File: src/rtl/pwm_burst_pkg.sv
package pwm_burst_pkg;

  // Channel sequencing states
  typedef enum logic [1:0] {
    PH_IDLE = 2'd0,
    PH_HIGH = 2'd1,
    PH_LOW  = 2'd2,
    PH_DONE = 2'd3
  } phase_e;

  // Command code map (per-channel codes are offsets from these bases)
  localparam int CODE_HI_BASE    = 'h10;  // + 2*n
  localparam int CODE_LO_BASE    = 'h11;  // + 2*n
  localparam int CODE_BURST_BASE = 'h14;  // + n
  localparam int CODE_ENABLE     = 'h1F;

endpackage

File: src/rtl/pwm_rst_sync.sv
module pwm_rst_sync #(
  parameter int STAGES = 2
) (
  input  logic clk,
  input  logic rst_n,
  output logic rst_sync_n
);

  logic [STAGES-1:0] sync_q;
  logic [STAGES-1:0] sync_d;

  always_comb begin
    sync_d = {sync_q[STAGES-2:0], 1'b1};
  end

  always_ff @(posedge clk or negedge rst_n) begin
    if (!rst_n) sync_q <= '0;
    else        sync_q <= sync_d;
  end

  assign rst_sync_n = sync_q[STAGES-1];

endmodule

File: src/rtl/pwm_tick_gen.sv
module pwm_tick_gen #(
  parameter int TICK_DIV = 25000
) (
  input  logic clk,
  input  logic rst_n,
  input  logic clr,
  output logic tick
);

  generate
    if (TICK_DIV <= 1) begin : g_every_cycle
      assign tick = 1'b1;
    end else begin : g_counted
      localparam int CNT_W = $clog2(TICK_DIV);
      localparam logic [CNT_W-1:0] CNT_LAST = CNT_W'(TICK_DIV - 1);
      localparam logic [CNT_W-1:0] CNT_ONE  = CNT_W'(1);

      logic [CNT_W-1:0] cnt_q;
      logic [CNT_W-1:0] cnt_d;
      logic             at_last;

      always_comb begin
        at_last = (cnt_q == CNT_LAST);
        if (clr || at_last) cnt_d = '0;
        else                cnt_d = cnt_q + CNT_ONE;
      end

      always_ff @(posedge clk or negedge rst_n) begin
        if (!rst_n) cnt_q <= '0;
        else        cnt_q <= cnt_d;
      end

      assign tick = at_last;
    end
  endgenerate

endmodule

File: src/rtl/pwm_cfg_regs.sv
module pwm_cfg_regs
  import pwm_burst_pkg::*;
#(
  parameter int NUM_CH = 2,
  parameter int DATA_W = 16,
  parameter int CODE_W = 8
) (
  input  logic                           clk,
  input  logic                           rst_n,
  input  logic                           cfg_valid,
  input  logic [CODE_W-1:0]              cfg_code,
  input  logic [DATA_W-1:0]              cfg_data,
  output logic [NUM_CH-1:0][DATA_W-1:0]  hi_len,
  output logic [NUM_CH-1:0][DATA_W-1:0]  lo_len,
  output logic [NUM_CH-1:0][DATA_W-1:0]  burst_len,
  output logic [NUM_CH-1:0]              en_mask
);

  localparam logic [DATA_W-1:0] LEN_MIN  = DATA_W'(1);
  localparam logic [CODE_W-1:0] EN_CODE  = CODE_W'(CODE_ENABLE);

  logic [DATA_W-1:0] len_wr;
  logic              hit_en;
  logic [NUM_CH-1:0] en_q;
  logic [NUM_CH-1:0] en_d;

  // Zero lengths are promoted to one unit at write time
  always_comb begin
    len_wr = (cfg_data == '0) ? LEN_MIN : cfg_data;
    hit_en = cfg_valid && (cfg_code == EN_CODE);
    en_d   = cfg_data[NUM_CH-1:0];
  end

  always_ff @(posedge clk or negedge rst_n) begin
    if (!rst_n)      en_q <= '0;
    else if (hit_en) en_q <= en_d;
  end

  assign en_mask = en_q;

  generate
    for (genvar g = 0; g < NUM_CH; g++) begin : g_ch
      localparam logic [CODE_W-1:0] HI_CODE = CODE_W'(CODE_HI_BASE + 2 * g);
      localparam logic [CODE_W-1:0] LO_CODE = CODE_W'(CODE_LO_BASE + 2 * g);
      localparam logic [CODE_W-1:0] BU_CODE = CODE_W'(CODE_BURST_BASE + g);

      logic              hit_hi, hit_lo, hit_bu;
      logic [DATA_W-1:0] hi_q, lo_q, bu_q;

      always_comb begin
        hit_hi = cfg_valid && (cfg_code == HI_CODE);
        hit_lo = cfg_valid && (cfg_code == LO_CODE);
        hit_bu = cfg_valid && (cfg_code == BU_CODE);
      end

      always_ff @(posedge clk or negedge rst_n) begin
        if (!rst_n) begin
          hi_q <= LEN_MIN;
          lo_q <= LEN_MIN;
          bu_q <= '0;
        end else begin
          if (hit_hi) hi_q <= len_wr;
          if (hit_lo) lo_q <= len_wr;
          if (hit_bu) bu_q <= cfg_data;
        end
      end

      assign hi_len[g]    = hi_q;
      assign lo_len[g]    = lo_q;
      assign burst_len[g] = bu_q;

      // stored lengths never hold zero
      p_len_nonzero_r7: assert property (@(posedge clk) disable iff (!rst_n)
        (hi_q != '0) && (lo_q != '0));
    end
  endgenerate

endmodule

File: src/rtl/pwm_channel.sv
module pwm_channel
  import pwm_burst_pkg::*;
#(
  parameter int DATA_W   = 16,
  parameter int TICK_DIV = 25000
) (
  input  logic              clk,
  input  logic              rst_n,
  input  logic              en,
  input  logic [DATA_W-1:0] hi_len,
  input  logic [DATA_W-1:0] lo_len,
  input  logic [DATA_W-1:0] burst_len,
  output logic              pwm,
  output logic              done
);

  localparam logic [DATA_W-1:0] CNT_ONE = DATA_W'(1);
  localparam logic [DATA_W:0]   INC_ONE = (DATA_W + 1)'(1);

  phase_e            phase_q, phase_d;
  logic [DATA_W-1:0] per_q, per_d;
  logic [DATA_W-1:0] pulse_q, pulse_d;
  logic [DATA_W:0]   pulse_inc;
  logic              arm, tick, ce, finite, last_pulse;

  // Private timebase, restarted on arm so the first unit is full length
  pwm_tick_gen #(.TICK_DIV(TICK_DIV)) u_tick (
    .clk   (clk),
    .rst_n (rst_n),
    .clr   (arm),
    .tick  (tick)
  );

  always_comb begin
    arm        = en && (phase_q == PH_IDLE);
    finite     = (burst_len != '0);
    pulse_inc  = {1'b0, pulse_q} + INC_ONE;
    last_pulse = finite && (pulse_inc == {1'b0, burst_len});
    ce         = arm || tick || (!en && (phase_q != PH_IDLE));

    phase_d = phase_q;
    per_d   = per_q;
    pulse_d = pulse_q;

    if (!en) begin
      phase_d = PH_IDLE;
    end else begin
      case (phase_q)
        PH_IDLE: begin
          phase_d = PH_HIGH;
          per_d   = hi_len;
          pulse_d = '0;
        end
        PH_HIGH: begin
          if (tick) begin
            if (per_q == CNT_ONE) begin
              phase_d = PH_LOW;
              per_d   = lo_len;
            end else begin
              per_d = per_q - CNT_ONE;
            end
          end
        end
        PH_LOW: begin
          if (tick) begin
            if (per_q == CNT_ONE) begin
              if (last_pulse) begin
                phase_d = PH_DONE;
              end else begin
                phase_d = PH_HIGH;
                per_d   = hi_len;
                if (finite) pulse_d = pulse_inc[DATA_W-1:0];
              end
            end else begin
              per_d = per_q - CNT_ONE;
            end
          end
        end
        default: ;
      endcase
    end
  end

  always_ff @(posedge clk or negedge rst_n) begin
    if (!rst_n) begin
      phase_q <= PH_IDLE;
      per_q   <= CNT_ONE;
      pulse_q <= '0;
    end else if (ce) begin
      phase_q <= phase_d;
      per_q   <= per_d;
      pulse_q <= pulse_d;
    end
  end

  // Enable gates the outputs directly so a disable takes effect at once
  assign pwm  = en && (phase_q == PH_HIGH);
  assign done = en && (phase_q == PH_DONE);

  // a fresh enable enters the high phase with the high length loaded
  p_arm_high_r4: assert property (@(posedge clk) disable iff (!rst_n)
    $rose(en) |=> (phase_q == PH_HIGH) && (per_q == hi_len));

  // a dropped enable returns the sequencer to idle
  p_off_idle_r8: assert property (@(posedge clk) disable iff (!rst_n)
    $fell(en) |=> (phase_q == PH_IDLE));

  // completed pulses never reach the programmed count while running
  p_pulse_bound_r5: assert property (@(posedge clk) disable iff (!rst_n)
    (en && (phase_q != PH_IDLE) && finite) |-> (pulse_q < burst_len));

  // the finished state holds while enabled
  p_done_hold_r5: assert property (@(posedge clk) disable iff (!rst_n)
    (en && (phase_q == PH_DONE)) |=> (phase_q == PH_DONE));

  // the unit down-counter is never zero in an active phase
  p_count_live_r3: assert property (@(posedge clk) disable iff (!rst_n)
    ((phase_q == PH_HIGH) || (phase_q == PH_LOW)) |-> (per_q != '0));

endmodule

File: src/rtl/pwm_burst_gen.sv
module pwm_burst_gen
  import pwm_burst_pkg::*;
#(
  parameter int NUM_CH   = 2,
  parameter int TICK_DIV = 25000,
  parameter int DATA_W   = 16,
  parameter int CODE_W   = 8
) (
  input  logic              clk,
  input  logic              rst_n,
  input  logic              cfg_valid,
  input  logic [CODE_W-1:0] cfg_code,
  input  logic [DATA_W-1:0] cfg_data,
  output logic [NUM_CH-1:0] pwm_out,
  output logic [NUM_CH-1:0] burst_done
);

  logic                          rst_core_n;
  logic [NUM_CH-1:0][DATA_W-1:0] hi_len;
  logic [NUM_CH-1:0][DATA_W-1:0] lo_len;
  logic [NUM_CH-1:0][DATA_W-1:0] burst_len;
  logic [NUM_CH-1:0]             en_mask;

  pwm_rst_sync #(.STAGES(2)) u_rst (
    .clk        (clk),
    .rst_n      (rst_n),
    .rst_sync_n (rst_core_n)
  );

  pwm_cfg_regs #(
    .NUM_CH (NUM_CH),
    .DATA_W (DATA_W),
    .CODE_W (CODE_W)
  ) u_cfg (
    .clk       (clk),
    .rst_n     (rst_core_n),
    .cfg_valid (cfg_valid),
    .cfg_code  (cfg_code),
    .cfg_data  (cfg_data),
    .hi_len    (hi_len),
    .lo_len    (lo_len),
    .burst_len (burst_len),
    .en_mask   (en_mask)
  );

  generate
    for (genvar c = 0; c < NUM_CH; c++) begin : g_chan
      pwm_channel #(
        .DATA_W   (DATA_W),
        .TICK_DIV (TICK_DIV)
      ) u_ch (
        .clk       (clk),
        .rst_n     (rst_core_n),
        .en        (en_mask[c]),
        .hi_len    (hi_len[c]),
        .lo_len    (lo_len[c]),
        .burst_len (burst_len[c]),
        .pwm       (pwm_out[c]),
        .done      (burst_done[c])
      );
    end
  endgenerate

endmodule

File: config.mk
export PLATFORM = sky130hd
export DESIGN_NAME = pwm_burst_gen
export DESIGN_NICKNAME = d
export VERILOG_FILES = /design/src/rtl/pwm_burst_pkg.sv /design/src/rtl/pwm_rst_sync.sv /design/src/rtl/pwm_tick_gen.sv /design/src/rtl/pwm_cfg_regs.sv /design/src/rtl/pwm_channel.sv /design/src/rtl/pwm_burst_gen.sv
export SDC_FILE = /design/constraint.sdc
export NUM_CORES = 1
export LEC_CHECK = 0
export ABC_AREA = 0
export BUFFER_PORTS_ARGS = -buffer_cell sky130_fd_sc_hd__buf_2
export CAP_MARGIN = 5
export CORE_AREA = 5 5 165 167
export DETAILED_ROUTE_END_ITERATION = 10
export DIE_AREA = 0 0 170 172
export PLACE_DENSITY = 0.57
export SYNTH_ARGS = -nofsm -noshare
export SYNTH_HDL_FRONTEND = slang
export SYNTH_SLANG_ARGS = --single-unit
File: constraint.sdc
create_clock -name clk -period 6.42 [get_ports clk]
set_input_delay 0.642 -clock clk [delete_from_list [all_inputs] [get_ports clk]]
set_output_delay 0.642 -clock clk [all_outputs]
set_load 0.01 [all_outputs]
==> results.toml <==
[synth]
yosys.area_share.adder_pct = 2.00
synth_fp_nets = 1170
synth.largest_area_cell = "sky130_fd_sc_hd__dfrtp_1"
synth_flop_cell = "sky130_fd_sc_hd__dfrtp_1"
dominant_combinational_cell_family_by_area_after_synthesis = "simple AND/OR/NAND/NOR gates"
yosysSeqAreaShare_pct = 44.0
synth_xor_area_share_pct = 6.37
leading_cell_types_by_total_area_after_synthesis = "sky130_fd_sc_hd__dfrtp_1 43%, sky130_fd_sc_hd__mux2_2 11%, sky130_fd_sc_hd__xor2_1 3.4%"
ys_seq_elements = 198
synthesis.instances = 1125
proportion_of_synthesized_area_in_mux_cells_pct = 12.7
yosys.area.top_type_share_pct = 42.6
number_of_synthesized_flops_with_an_enable_pin = 0
postSynthAreaPerCell_um2 = 10.0
synth.cell_area_mm2 = 0.0113
yosysWarnings = 0
synth-compound-area-share_pct = 12.1
post_synth_num_cell_types = 71
synth-simple-area-share_pct = 19.6
synth-async-reset-ratio_pct = 100

[global_routing]
antenna_violations_before_repair = 2
grt_pass1_wl_mm = 46.1
globalRouteTotalUtil_pct = 19.6
globalRoute.totalOverflow = 0
vias_in_the_first_global_route = 8534
pin_count_of_the_biggest_net_entering_global_routing = 78

[cts]
clock_tree_buf_depth = 2
tritoncts = "built"
clk_root_buffer_cell = "sky130_fd_sc_hd__clkbuf_16"
clock_insertion_delay_worst_skew_ps = 440
cts_resized = 0
clkTransAtPathRegs_ps = 90
htree_levels = 4
numCtsBuffers = 17
cts.sink_count = 198
postCtsSetupBuffers = 0

[status]
status = "finished, final reports clean"

[critical_path]
critPathMaxStageDelay_ps = 980
setup.reg_to_reg.worst_slack_ps = 2510
timing.setup.critical_path_class = "reg -> reg"
path_max_fanout = 16
worstPathRequired_ps = 6760
path_delay_family = "compound AO/OA/AOI/OAI gates"
crit_buf_inv = 1
critPathSlowestCell = "sky130_fd_sc_hd__a2111oi_4"
worst_ep_arrival_time_ps = 4240
timing.critical_path.from_type = "register"
crit_chain = "nand3_1, or4_1, a32o_1, a211oi_2, nor4bb_1, buf_4, a2111oi_4, mux2_2"
end_kind = "register"

[layout]
num-nets-final = 1162
final_cell_area_mm2 = 0.0123
drive_gt1_share_pct = 17.5
postLayoutCoreUtil_pct = 47.9
antenna_diode_count = 0
count_of_non_filler_cells_in_the_finished_layout = 1465
area_growth_syn_to_layout_pct = 8.90

[sta]
worst_slack_ps = 2510
final_hold_viol_count = 0
worst_relative_slew_slack_pct = 23.5
finalHoldWorstSlack_ps = 364
post-route-min-period_ps = 3910
setup_viol_count_final = 0
worstMarginPinSlew_ps = 1150
clock_skew_ps = 19.1
max_freq_mhz = 256
drv_slew = 0
setup_repair_after_global_routing_missed_its_margin = "false"
post-route-period-util_pct = 60.9
setup_total_negative_slack_ps = 0

[die]
io-pin-count = 31
floorplan.initialDensity_pct = 44.0
die-height_um = 172
core.rowCount = 59
floorplan.die_area_mm2 = 0.0292
floorplan.die.width_um = 170
core_area_mm2 = 0.0256

[routing]
routed_wire_length_per_instance_um = 18.8
drt_pass_1_iters = 5
first_iter_violations = 541
vias_per_cell = 5.87
drc = 0
drtAntennaViolNets = 0
route.vias.total = 8604
routed_wl_mm = 27.5

[place]
place.gp.congestion = 0.896
place_inst = 1432
post-place-ws_ps = 2420
post_dp_cell_area_mm2 = 0.0117
port-buffer-count = 30
dp_hpwl_mm = 18.9

[job]
timing.max_cap.violations = 0

[power_and_ir_drop]
power_mw = 3.25
power.density_cell_area_mw_per_mm2 = 265
peak_ir_drop_on_the_vdd_network_v = 0.000130
static-leakage-power_nw = 5.47

[worst_hold_path]
min_path_type = "reg -> reg"
==> flip-flops by register name, indices dropped and copies added, names as in the netlist <==
register,flops
u_cfg.g_ch.hi_q,32
u_rst.sync_q,2
u_cfg.en_mask,2
g_chan.u_ch.phase_q,4
g_chan.u_ch.pulse_q,32
g_chan.u_ch.u_tick.g_counted.cnt_q,30
u_cfg.g_ch.lo_q,32
u_cfg.g_ch.bu_q,32
g_chan.u_ch.per_q,32
==> where the power goes <==
part | switching (mW) | internal (mW) | total (mW)
clock | 0.564 | 0.531 | 1.10
sequential | 0.129 | 1.36 | 1.49
combinational | 0.386 | 0.279 | 0.666
total | 1.08 | 2.17 | 3.25
==> synth_stat cells (3+ instances only) <==
| master | count |
|---|---|
| sky130_fd_sc_hd__dfrtp_1 | 192 |
| sky130_fd_sc_hd__mux2_2 | 109 |
| sky130_fd_sc_hd__nand2_1 | 90 |
| sky130_fd_sc_hd__nor2_1 | 77 |
| sky130_fd_sc_hd__nand3_1 | 55 |
| sky130_fd_sc_hd__clkbuf_1 | 53 |
| sky130_fd_sc_hd__o21ai_0 | 48 |
| sky130_fd_sc_hd__xor2_1 | 44 |
| sky130_fd_sc_hd__xnor2_1 | 38 |
| sky130_fd_sc_hd__nor4_1 | 36 |
| sky130_fd_sc_hd__a21oi_1 | 28 |
| sky130_fd_sc_hd__o211ai_1 | 25 |
| sky130_fd_sc_hd__nand4_1 | 24 |
| sky130_fd_sc_hd__nor3_1 | 24 |
| sky130_fd_sc_hd__or4_1 | 23 |
| sky130_fd_sc_hd__a22o_1 | 21 |
| sky130_fd_sc_hd__inv_1 | 20 |
| sky130_fd_sc_hd__ha_1 | 18 |
| sky130_fd_sc_hd__or3_1 | 17 |
| sky130_fd_sc_hd__and3_1 | 11 |
| sky130_fd_sc_hd__nand2b_1 | 11 |
| sky130_fd_sc_hd__and2_1 | 10 |
| sky130_fd_sc_hd__mux2i_1 | 10 |
| sky130_fd_sc_hd__mux2_1 | 9 |
| sky130_fd_sc_hd__o31ai_1 | 9 |
| sky130_fd_sc_hd__a211o_1 | 8 |
| sky130_fd_sc_hd__and4_1 | 7 |
| sky130_fd_sc_hd__buf_2 | 7 |
| sky130_fd_sc_hd__nand3b_1 | 7 |
| sky130_fd_sc_hd__a22oi_1 | 6 |
| sky130_fd_sc_hd__dfstp_2 | 6 |
| sky130_fd_sc_hd__nor2b_1 | 6 |
| sky130_fd_sc_hd__nor4b_1 | 5 |
| sky130_fd_sc_hd__a21o_1 | 4 |
| sky130_fd_sc_hd__buf_4 | 4 |
| sky130_fd_sc_hd__nand4b_1 | 4 |
| sky130_fd_sc_hd__nor3b_1 | 4 |
| sky130_fd_sc_hd__o211a_1 | 4 |
| sky130_fd_sc_hd__o21a_1 | 4 |
| sky130_fd_sc_hd__a31oi_1 | 3 |
| sky130_fd_sc_hd__a32o_1 | 3 |
| sky130_fd_sc_hd__o22ai_1 | 3 |
==> cells in the final DEF (no fill, tap or decap), types with 25 or more instances in the layout <==
master / synthesis / layout
sky130_fd_sc_hd__nand2_1: 90 / 90
sky130_fd_sc_hd__dfrtp_1: 192 / 191
sky130_fd_sc_hd__nand3_1: 55 / 55
sky130_fd_sc_hd__xor2_1: 44 / 44
sky130_fd_sc_hd__nor4_1: 36 / 35
sky130_fd_sc_hd__o21ai_0: 48 / 48
sky130_fd_sc_hd__nor2_1: 77 / 77
sky130_fd_sc_hd__a21oi_1: 28 / 28
sky130_fd_sc_hd__xnor2_1: 38 / 38
sky130_fd_sc_hd__mux2_2: 109 / 109
sky130_fd_sc_hd__buf_2: 7 / 30
sky130_fd_sc_hd__o211ai_1: 25 / 25
==> layout make-up <==
type                    instances  area (um^2)
multi-input cells             840         5980
fillers                      2425        13300
inverters                      20         75.1
flip-flops and latches        198         4970
repair buffers                 40          228
clock inverters                14          173
well taps                     335          419
clock buffers                  18          429
==> worst reg2reg max path: stages (launching register included) <==
cell and delay [ps]:
sky130_fd_sc_hd__dfrtp_1 470, sky130_fd_sc_hd__nand3_1 310, sky130_fd_sc_hd__or4_1 700, sky130_fd_sc_hd__a32o_1 270, sky130_fd_sc_hd__a211oi_2 360, sky130_fd_sc_hd__nor4bb_1 110, sky130_fd_sc_hd__buf_4 180, sky130_fd_sc_hd__a2111oi_4 980
sky130_fd_sc_hd__mux2_2 430
==> final timing paths <==
| check | from | cells after the start | endpoint |
|---|---|---|---|
| max | g_chan[1].u_ch.pulse_q[0] | 8 | g_chan[1].u_ch.per_q[2] |
| min | u_rst.sync_q[0] | 0 | u_rst.sync_q[1] |
| max reg2reg | g_chan[1].u_ch.pulse_q[0] | 8 | g_chan[1].u_ch.per_q[2] |
| min reg2reg | u_rst.sync_q[0] | 0 | u_rst.sync_q[1] |
| max in group asynchronous | u_rst.sync_q[1] | 1 | g_chan[1].u_ch.pulse_q[2] |
| min in group asynchronous | u_rst.sync_q[1] | 0 | g_chan[0].u_ch.per_q[15] |
==> layer usage <==
layer | track usage (%) | routed length [um] | up-vias
met5 | 0 | 29 | -
met4 | 5.07 | 538 | 4
met3 | 3.50 | 937 | 49
met2 | 31.8 | 12900 | 146
met1 | 27.5 | 13100 | 4287
li1 | - | - | 4118
==> timing repair <==
| item | in CTS | in global routing |
|---|---|---|
| endpoints found under the setup margin | 0 | 0 |
| hold endpoints to repair | 2 | 0 |
| hold buffers | 1 | 0 |
==> cells by family (layout without fill, tap and decap cells) <==
| logic type | count (synthesis) | after routing |
|---|---|---|
| AO/OA/AOI/OAI | 192 | 192 |
| XOR/XNOR | 82 | 82 |
| adder cells (fa/ha/maj) | 18 | 18 |
| buffers and inverters | 87 | 92 |
| flip-flops | 198 | 198 |
| multiplexers | 128 | 128 |
| other | 1 | 1 |
| AND/OR/NAND/NOR | 419 | 419 |
(Power assumes the default switching activity.)
